**src/rtl/tmx_pkg.sv**
```systemverilog
package tmx_pkg;
    typedef enum logic [1:0] {
        S_COLLECT = 2'd0,
        S_DRAIN   = 2'd1,
        S_ROTATE  = 2'd2
    } tmx_state_t;
endpackage

```
**src/rtl/tmx_src_buf.sv**
```systemverilog
// Holds one crossing frame from one source; the final slot is kept for the last word.
module tmx_src_buf #(
    parameter int DATA_W    = 16,
    parameter int BUF_DEPTH = 8
) (
    input  logic                          clk,
    input  logic                          rst_n,
    input  logic                          wr_valid,
    input  logic                          wr_last,
    input  logic [DATA_W-1:0]             wr_data,
    input  logic                          clear,
    input  logic [$clog2(BUF_DEPTH)-1:0]  rd_idx,
    output logic [DATA_W-1:0]             rd_data,
    output logic                          rd_last,
    output logic                          done,
    output logic                          trunc
);
    localparam int WP_W = $clog2(BUF_DEPTH + 1);
    localparam int RD_W = $clog2(BUF_DEPTH);

    logic [DATA_W:0]   mem [BUF_DEPTH];
    logic [WP_W-1:0]   wp;
    logic              room;
    logic              take;
    logic              drop;

    assign room = wp < WP_W'(BUF_DEPTH - 1);
    assign take = wr_valid && !done && (wr_last || room);
    assign drop = wr_valid && !done && !wr_last && !room;

    always_ff @(posedge clk) begin
        if (take) begin
            mem[wp[RD_W-1:0]] <= {wr_last, wr_data};
        end
    end

    always_ff @(posedge clk) begin
        if (!rst_n || clear) begin
            wp    <= '0;
            done  <= 1'b0;
            trunc <= 1'b0;
        end else begin
            if (take) begin
                wp <= wp + 1'b1;
                if (wr_last) begin
                    done <= 1'b1;
                end
            end
            if (drop) begin
                trunc <= 1'b1;
            end
        end
    end

    assign rd_data = mem[rd_idx][DATA_W-1:0];
    assign rd_last = mem[rd_idx][DATA_W];

    // fill level never exceeds the buffer
    a_r8_fill_bound: assert property (@(posedge clk) disable iff (!rst_n)
        wp <= WP_W'(BUF_DEPTH));
    // a closed frame stays closed and unchanged until cleared
    a_r7_frame_frozen: assert property (@(posedge clk) disable iff (!rst_n)
        (done && !clear) |=> (done && $stable(wp)));
endmodule

```
**src/rtl/tmx_rr_node.sv**
```systemverilog
// Modulo-PERIOD destination pointer.
module tmx_rr_node #(
    parameter int PERIOD = 24
) (
    input  logic                      clk,
    input  logic                      rst_n,
    input  logic                      advance,
    output logic [$clog2(PERIOD)-1:0] node
);
    localparam int NODE_W = $clog2(PERIOD);

    always_ff @(posedge clk) begin
        if (!rst_n) begin
            node <= '0;
        end else if (advance) begin
            node <= (node == NODE_W'(PERIOD - 1)) ? '0 : node + 1'b1;
        end
    end

    // wrap from the highest node back to node 0
    a_r5_wrap: assert property (@(posedge clk) disable iff (!rst_n)
        (advance && node == NODE_W'(PERIOD - 1)) |=> node == '0);
    // pointer stays in range
    a_r5_range: assert property (@(posedge clk) disable iff (!rst_n)
        node <= NODE_W'(PERIOD - 1));
endmodule

```
**src/rtl/tmx_distributor.sv**
```systemverilog
module tmx_distributor
    import tmx_pkg::*;
#(
    parameter int NUM_SRC   = 3,
    parameter int DATA_W    = 16,
    parameter int BUF_DEPTH = 8,
    parameter int PERIOD    = 24
) (
    input  logic                        clk,
    input  logic                        rst_n,
    input  logic [NUM_SRC-1:0]          in_valid,
    input  logic [NUM_SRC-1:0]          in_last,
    input  logic [NUM_SRC*DATA_W-1:0]   in_data,
    output logic [PERIOD-1:0]           out_valid,
    output logic [PERIOD-1:0]           out_sop,
    output logic [PERIOD-1:0]           out_eop,
    output logic [PERIOD-1:0]           out_trunc,
    output logic [PERIOD*DATA_W-1:0]    out_data
);
    localparam int NODE_W = $clog2(PERIOD);
    localparam int SRC_W  = (NUM_SRC > 1) ? $clog2(NUM_SRC) : 1;
    localparam int RD_W   = $clog2(BUF_DEPTH);

    if (PERIOD < 15 || PERIOD > 34) begin : g_period_check
        $error("tmx_distributor: PERIOD must be within 15..34");
    end

    tmx_state_t          state, state_nx;
    logic [NODE_W-1:0]   node;
    logic [SRC_W-1:0]    src_sel;
    logic [RD_W-1:0]     rd_idx;
    logic                first_word;

    logic [DATA_W-1:0]   buf_data [NUM_SRC];
    logic [NUM_SRC-1:0]  buf_last;
    logic [NUM_SRC-1:0]  buf_done;
    logic [NUM_SRC-1:0]  buf_trunc;

    logic                all_done;
    logic                any_trunc;
    logic                cur_last;
    logic                final_word;
    logic                rotating;

    for (genvar s = 0; s < NUM_SRC; s++) begin : g_src
        tmx_src_buf #(.DATA_W(DATA_W), .BUF_DEPTH(BUF_DEPTH)) u_buf (
            .clk      (clk),
            .rst_n    (rst_n),
            .wr_valid (in_valid[s]),
            .wr_last  (in_last[s]),
            .wr_data  (in_data[s*DATA_W +: DATA_W]),
            .clear    (rotating),
            .rd_idx   (rd_idx),
            .rd_data  (buf_data[s]),
            .rd_last  (buf_last[s]),
            .done     (buf_done[s]),
            .trunc    (buf_trunc[s])
        );
    end

    tmx_rr_node #(.PERIOD(PERIOD)) u_rr (
        .clk     (clk),
        .rst_n   (rst_n),
        .advance (rotating),
        .node    (node)
    );

    assign all_done   = &buf_done;
    assign any_trunc  = |buf_trunc;
    assign cur_last   = buf_last[src_sel];
    assign final_word = cur_last && (src_sel == SRC_W'(NUM_SRC - 1));
    assign rotating   = (state == S_ROTATE);

    // State register
    always_ff @(posedge clk) begin
        if (!rst_n) begin
            state <= S_COLLECT;
        end else begin
            state <= state_nx;
        end
    end

    // Transitions
    always_comb begin
        state_nx = state;
        unique case (state)
            S_COLLECT: if (all_done)   state_nx = S_DRAIN;
            S_DRAIN:   if (final_word) state_nx = S_ROTATE;
            S_ROTATE:                  state_nx = S_COLLECT;
            default:                   state_nx = S_COLLECT;
        endcase
    end

    // Read sequencing through the buffers
    always_ff @(posedge clk) begin
        if (!rst_n || state != S_DRAIN) begin
            src_sel    <= '0;
            rd_idx     <= '0;
            first_word <= 1'b1;
        end else begin
            first_word <= 1'b0;
            if (cur_last) begin
                src_sel <= src_sel + 1'b1;
                rd_idx  <= '0;
            end else begin
                rd_idx  <= rd_idx + 1'b1;
            end
        end
    end

    // Outputs
    always_ff @(posedge clk) begin
        if (!rst_n) begin
            out_valid <= '0;
            out_sop   <= '0;
            out_eop   <= '0;
            out_trunc <= '0;
            out_data  <= '0;
        end else begin
            out_valid <= '0;
            out_sop   <= '0;
            out_eop   <= '0;
            out_trunc <= '0;
            if (state == S_DRAIN) begin
                out_valid[node]                   <= 1'b1;
                out_sop[node]                     <= first_word;
                out_eop[node]                     <= final_word;
                out_trunc[node]                   <= any_trunc;
                out_data[node*DATA_W +: DATA_W]   <= buf_data[src_sel];
            end
        end
    end

    // one link at a time
    a_r6_single_link: assert property (@(posedge clk) disable iff (!rst_n)
        $onehot0(out_valid));
    // nothing leaves while a source frame is still open
    a_r2_hold_until_complete: assert property (@(posedge clk) disable iff (!rst_n)
        (state == S_COLLECT && !all_done) |=> out_valid == '0);
    // node pointer moves only between bursts
    a_r5_node_steady: assert property (@(posedge clk) disable iff (!rst_n)
        (state != S_ROTATE) |=> $stable(node));
    // framing bits only ride on valid words
    a_r4_frame_on_valid: assert property (@(posedge clk) disable iff (!rst_n)
        ((out_sop | out_eop) & ~out_valid) == '0);
endmodule

```
**config.mk**
```make
export PLATFORM = sky130hd
export DESIGN_NAME = tmx_distributor
export DESIGN_NICKNAME = d
export VERILOG_FILES = /design/src/rtl/tmx_pkg.sv /design/src/rtl/tmx_src_buf.sv /design/src/rtl/tmx_rr_node.sv /design/src/rtl/tmx_distributor.sv
export SDC_FILE = /design/constraint.sdc
export NUM_CORES = 1
export LEC_CHECK = 0
export CAP_MARGIN = 20
export CORE_MARGIN = 3
export CORE_UTILIZATION = 53
export DETAILED_ROUTE_END_ITERATION = 12
export PLACE_DENSITY = 0.91
export SLEW_MARGIN = 20
export SYNTH_ARGS = -nofsm -noshare
export SYNTH_HDL_FRONTEND = slang
export SYNTH_SLANG_ARGS = --single-unit
```
**constraint.sdc**
```tcl
create_clock -name clk -period 4.7 [get_ports clk]
set_clock_uncertainty 0.2 [all_clocks]
set_input_delay 1.41 -clock clk [delete_from_list [all_inputs] [get_ports clk]]
set_output_delay 1.41 -clock clk [all_outputs]
set_load 0.01 [all_outputs]
```
# ---- Word level (Yosys, flattened, before mapping)
# Memories as Yosys holds them, arrays and structs flattened. A register that Yosys moved wholly into a read port is not among the register bits.
# Index checks and enable logic that the tools add are counted.
dict set report totals {
  mem_bits_rw 408
  reg_bits 511
  in_bits 56
  memories 3
  wordCells 109
  out_inout_bits 480
}
# name depth word_bits rd rd_ports_with_merged_regs write_ports line_no
set mem_list {}
lappend mem_list {{g_src[0].u_buf.mem} 8 17 1 1 1 tmx_src_buf.sv:21} ;# logic [DATA_W:0] mem [BUF_DEPTH];
lappend mem_list {{g_src[1].u_buf.mem} 8 17 1 1 1 tmx_src_buf.sv:21}
lappend mem_list {{g_src[2].u_buf.mem} 8 17 1 1 1 tmx_src_buf.sv:21}
dict set report classes {
  shifts 2
  bitwise_logic 4
  n_reduce_logical 38
  mux 22
  order_cmp 7
  eq_ne 7
  addsub 7
}
# operator count
set ops {}
lappend ops {{$bwmux 384} 1}
lappend ops {{$shift 16x34->384 const A} 1}
lappend ops {{$shiftx 16x34->384} 1}
lappend ops {{$and 24x24->24} 3}
lappend ops {{$neg 9->34} 1}
lappend ops {{$bmux 16 s2} 1}
lappend ops {{$mux 16} 2}
lappend ops {{$logic_and 1x1->1} 14}
lappend ops {{$add 4x1->4 const B} 3}
lappend ops {{$lt 4x3->1 const B} 3}
lappend ops {{$logic_not 1->1} 10}
lappend ops {{$reduce_and 2->1} 5}
lappend ops {{$mux 1} 9}
lappend ops {{$mux 3} 3}
lappend ops {{$lt 5x6->1 const B} 1}
lappend ops {{$add 5x1->5 const B} 1}
lappend ops {{$demux 1 s5} 1}
lappend ops {{$eq 5x5->1 const B} 1}
lappend ops {{$ge 5x1->1 const B} 1}
lappend ops {{$logic_or 1x1->1} 5}
lappend ops {{$mux 5} 1}
lappend ops {{$eq 2x2->1 const B} 2}
lappend ops {{$mux 2} 2}
lappend ops {{$ne 2x2->1 const B} 2}
lappend ops {{13 further kinds} 13}

# ---- Logic depth before layout (Yosys ltp)
dict set report depth {
  word_depth 6
  ltp_mapped 13
  depth_no_buf 9
}

# ---- Cells and area by module
# From an unflattened synthesis, not the netlist that was laid out.
dict set report hier_totals {
  hier_cells 2604
  area_unflattened_um2 35113.7
}
# module instances cells_each area_each_um2
set modules_own_cells {}
lappend modules_own_cells {tmx_distributor 1 1850 18162.4}
lappend modules_own_cells {{tmx_src_buf at g_src[0].u_buf} 1 244 5586.6}
lappend modules_own_cells {{tmx_src_buf at g_src[1].u_buf} 1 244 5585.4}
lappend modules_own_cells {{tmx_src_buf at g_src[2].u_buf} 1 244 5559.1}
lappend modules_own_cells {tmx_rr_node 1 22 220.2}

# ---- Worst setup path after synthesis
# Ideal clock, no wire load.
dict set report synth_timing {
  kind {in2reg}
  startpoint {input port in_valid[1]}
  endpoint {memory g_src[1].u_buf.mem[0][0] in the netlist's numbering (enable)}
  n_path_buf 0
  stages 4
  setup_ns 0.412
  arrival_ns 3.382
  t_required_ns 4.088
  setup_slack_ns 0.705
  path_cell_list {nor2b_1 -> o21ai_0 -> or2_2 -> nor3_1}
}
dict set report synth_between {
  elab_chain_len 4
}
# element line_no
set synth_rtl {}
lappend synth_rtl {{from (decl)} tmx_distributor.sv:11} ;# input logic [NUM_SRC-1:0] in_valid,
lappend synth_rtl {{$logic_and 1x1->1 (2 in a row)} tmx_src_buf.sv:28} ;# assign take = wr_valid && !done && (wr_last || room);
lappend synth_rtl {{$mux 1} tmx_src_buf.sv:32} ;# if (take) begin
lappend synth_rtl {{$mux 1 (implied by the code)} tmx_src_buf.sv:33} ;# mem[wp[RD_W-1:0]] <= {wr_last, wr_data};
lappend synth_rtl {{to (decl)} tmx_src_buf.sv:21}
# No other way between the ends.

# ---- Worst setup path in the final report
dict set report layout_timing {
  startpoint {register u_rr.node[0]}
  endpoint {register out_data[201]}
}
dict set report layout_between {
  elab_chain_len 3
  elab_cells_between_ends 4
  classes_between {1 x add/sub; 2 x shift; 1 x mux}
}
# element line_no
set layout_rtl {}
lappend layout_rtl {{from (decl)} tmx_rr_node.sv:8} ;# output logic [$clog2(PERIOD)-1:0] node
lappend layout_rtl {{from (signal assigned)} tmx_rr_node.sv:16} ;# node <= (node == NODE_W'(PERIOD - 1)) ? '0 : node + 1'b1;
lappend layout_rtl {{$neg 9->34 *} tmx_distributor.sv:129} ;# out_data[node*DATA_W +: DATA_W] <= buf_data[src_sel];
lappend layout_rtl {{$shiftx 16x34->384 / $shift 16x34->384 (equally long branches)} tmx_distributor.sv:129}
lappend layout_rtl {{$bwmux 384 *} tmx_distributor.sv:129}
lappend layout_rtl {{to (signal, indexed assignment)} tmx_distributor.sv:129}
lappend layout_rtl {{to (decl)} tmx_distributor.sv:18} ;# output logic [PERIOD*DATA_W-1:0] out_data
# Every way passes the cells marked *; elsewhere a longest branch is shown, timed or not.
# A chain may end at the register's enable or synchronous reset.

==> metrics.txt <==
Clk Latency, worst-skew pair=650 ps; drt pass-1 iters=6; worst slack at placement=627.9 ps; library cells used by synthesis=60; Vert. Die Dim=251.9 um; Filler Cell Count=3429; Syn Inst Count=2170; r2r worst-path depth=8; number of setup violations in the final report=0; Core Region=59460 um2; min-delay src=out_data[213]; first-pass GRT wire length=156.8 mm; Wirelength per Cell=30.52 um; PD cells=389.7 nW/um2; CTS tree=yes; Hold Crit Depth=1; largest net degree at the start of global routing=48; Bufs and invs on worst path=1; Post-DP Area=38610 um2; boundary pin count=536; RSZ-0062 raised after global routing=no; Fmax achieved=260.9 MHz; HPWL Detailed=70.55 mm; Final Slew Violations=0; Post-DRT Antenna Nets=0; WHS Endpoint=out_data[213]; syn_area_per_cell=14.77 um2; CTS Buffer Depth=3; final hold violation count=0; Tcrit/Tclk final=0.8156; Leak=0.01448 uW; Post-synth ARST share=0; final WL=109.8 mm; reg2reg start=u_rr.node[0]; Num CTS Buffers=87; Hold Path Class=reg2reg; final core occ=0.6979; Seq/Total Area, Yosys=0.7015; initial antenna violation count=11; Clock transition at path regs=60 ps; non-filler cells in the finished layout=3596; IR Drop Worst-Case VDD=0.4131 mV; Worst Tran Pin Value=1139 ps; WP data required=5070 ps; area grow syn2layout=29.51%; Initial Utilization=0.5389; Nets=2816; routed via count=23300; Worst Setup End Kind=flip-flop; critical path's largest stage delay=720 ps; GP Congestion=0.9224; crit-path leading delay family=simple AND/OR/NAND/NOR gates; maxcap violations=0; row cnt=89; CP startpoint kind=flip-flop; vias per inst=6.478; layout cells sized above 1=0.1211; Post-Syn Area=32050 um2; Die Span X=251.9 um; vias in the first global route=23000; Synth Net Count=2239; Primary FF master, synth=dfxtp_1; H-tree depth=3; global route total overflow=0; crit path DAT=4200 ps; postcts setup bufs=0; setup slack, reg-to-reg=870 ps; Port Buffers=535; Min Clock Period, post-route=3833 ps; CP max FO=16; post-cts hold buffer count=0; crit path max-delay cell type=and3_1; Root Buffer=clkbuf_16; Fin Setup TNS=0 ps; Sink Count=919; post-cts gate resize count=0; Slew HR=0.2389; crit path cell chain=inv_1 -> ha_1 -> nor3b_1 -> ha_1 -> and2_1 -> o21a_2 -> and3_1 -> a22o_1; EDFF count, synth=408; r2r endpoint=out_data[201]; synthesized flop and latch total=919; final worst slack=866.6 ps; status=finished clean; design area=41500 um2; die footprint=63450 um2; Iter 0 DRT Violations=2746; CP most frequent cell=ha_1; Ys Warns=0; GRT Total Usage=0.3342; dpl cells=3431; drt drc=0; CP Class=reg2reg
==> worst max-delay path by stage <==
stage / start / end / slack [ps] / cells past startpoint
detailed placement: in_valid[1] / g_src[1].u_buf.mem[1][15] / 630 / 5
finish: u_rr.node[0] / out_data[201] / 870 / 8
floorplan: in_valid[1] / g_src[1].u_buf.mem[0][0] / 710 / 4
global placement: in_valid[1] / g_src[1].u_buf.mem[1][15] / 790 / 5
global route: u_rr.node[0] / out_data[205] / 720 / 8
CTS: rd_idx[2] / out_eop[5] / 970 / 6
==> synth_stat cells, types with 3 or more instances <==
cell type,instances,share of area
mux2_2,3,0.0011
inv_1,12,0.0014
dfxtp_1,511,0.32
o21ai_0,19,0.0030
a221oi_1,6,0.0016
a31oi_2,3,0.0012
nor2_2,5,0.00098
and3_1,33,0.0064
clkbuf_1,53,0.0062
buf_1,3,0.00035
a22o_1,368,0.10
buf_6,8,0.0028
mux4_2,39,0.027
o211ai_2,3,0.0012
nand4_1,5,0.00098
nor3_2,4,0.0012
o211ai_1,14,0.0033
a22oi_1,48,0.011
nor3_1,38,0.0059
a21oi_1,43,0.0067
buf_2,78,0.012
and2_1,18,0.0035
edfxtp_1,408,0.38
buf_4,14,0.0033
mux2i_1,134,0.042
ha_1,13,0.0051
nor2_1,88,0.010
nand3_1,46,0.0072
nand2_1,39,0.0046
o21ba_1,16,0.0050
a21oi_2,9,0.0025
nand2b_1,34,0.0066
xor2_1,3,0.00082
o21ai_1,3,0.00047
or3_1,6,0.0012
a31oi_1,5,0.00098
nor2b_1,11,0.0021
==> power by group <==
part           switching, uW  leakage, uW  internal (uW)  total, uW
Clock                   3060      0.00141           4060       7120
Combinational            446      0.00526            158        603
Sequential              33.0      0.00781           8420       8450
==> state kept, by name, summed over array words and instances (netlist names), 5 cells and up <==
signal / flops
u_rr.node: 5
out_valid: 24
out_trunc: 24
out_eop: 24
out_sop: 24
g_src.u_buf.wp: 12
g_src.u_buf.mem: 408
out_data: 384
==> metrics by stage <==
step / hold WS [ps] / power (uW)
finish: 275.6 / 16170
global route: 289.9 / 16520
CTS: 280.0 / 16180
detailed placement: 264.0 / 9198
global placement: 260.4 / 9163
floorplan: 237.7 / 8866
==> logic make-up after synthesis <==
logic type,Yosys count,synth area share
flops,919,0.7015
compound gates,549,0.1411
simple gates,338,0.05408
mux,176,0.07032
buf+inv,170,0.02655
fa+ha+maj,13,0.005076
xor+xnor,5,0.001367
==> per-layer routing <==
| layer | track usage | wire (um) |
|---|---|---|
| met1 | 0.3779 | 35990 |
| met2 | 0.5607 | 53440 |
| met3 | 0.09958 | 12610 |
| met4 | 0.2045 | 7671 |
| met5 | 0 | 53 |
==> cell type report <==
| type | count | area, um2 | share of cell area |
|---|---|---|---|
| Timing Repair Buffer | 646 | 6238 | 0.1503 |
| Inverter | 12 | 45.04 | 0.001085 |
| Clock buffer | 122 | 2451 | 0.05906 |
| Clock inverter | 36 | 425.4 | 0.01025 |
| Sequential cell | 919 | 22490 | 0.5418 |
| Tap cell | 773 | 967.2 | 0.02330 |
| Antenna cell | 7 | 17.52 | 0.0004221 |
| Multi-Input combinational cell | 1081 | 8871 | 0.2138 |
==> cells in the final DEF (no fill, tap or decap), drive strengths merged, types with 3 or more instances in the layout <==
cell / instances
or3: 6
inv: 21
a22oi: 48
nand2: 39
a31oi: 8
and3: 33
dfxtp: 511
clkinv: 18
nand2b: 34
diode: 7
a221oi: 6
clkbuf: 122
nor2: 93
o21a: 4
nor3: 42
mux4: 39
o21ai: 22
ha: 13
o21ba: 16
mux2i: 134
bufinv: 7
edfxtp: 408
mux2: 3
clkdlybuf4s50: 535
buf: 111
and2: 18
a22o: 369
nand4: 5
xor2: 3
o211ai: 17
a21oi: 52
nand3: 46
nor2b: 12
(Power assumes the default switching activity.)
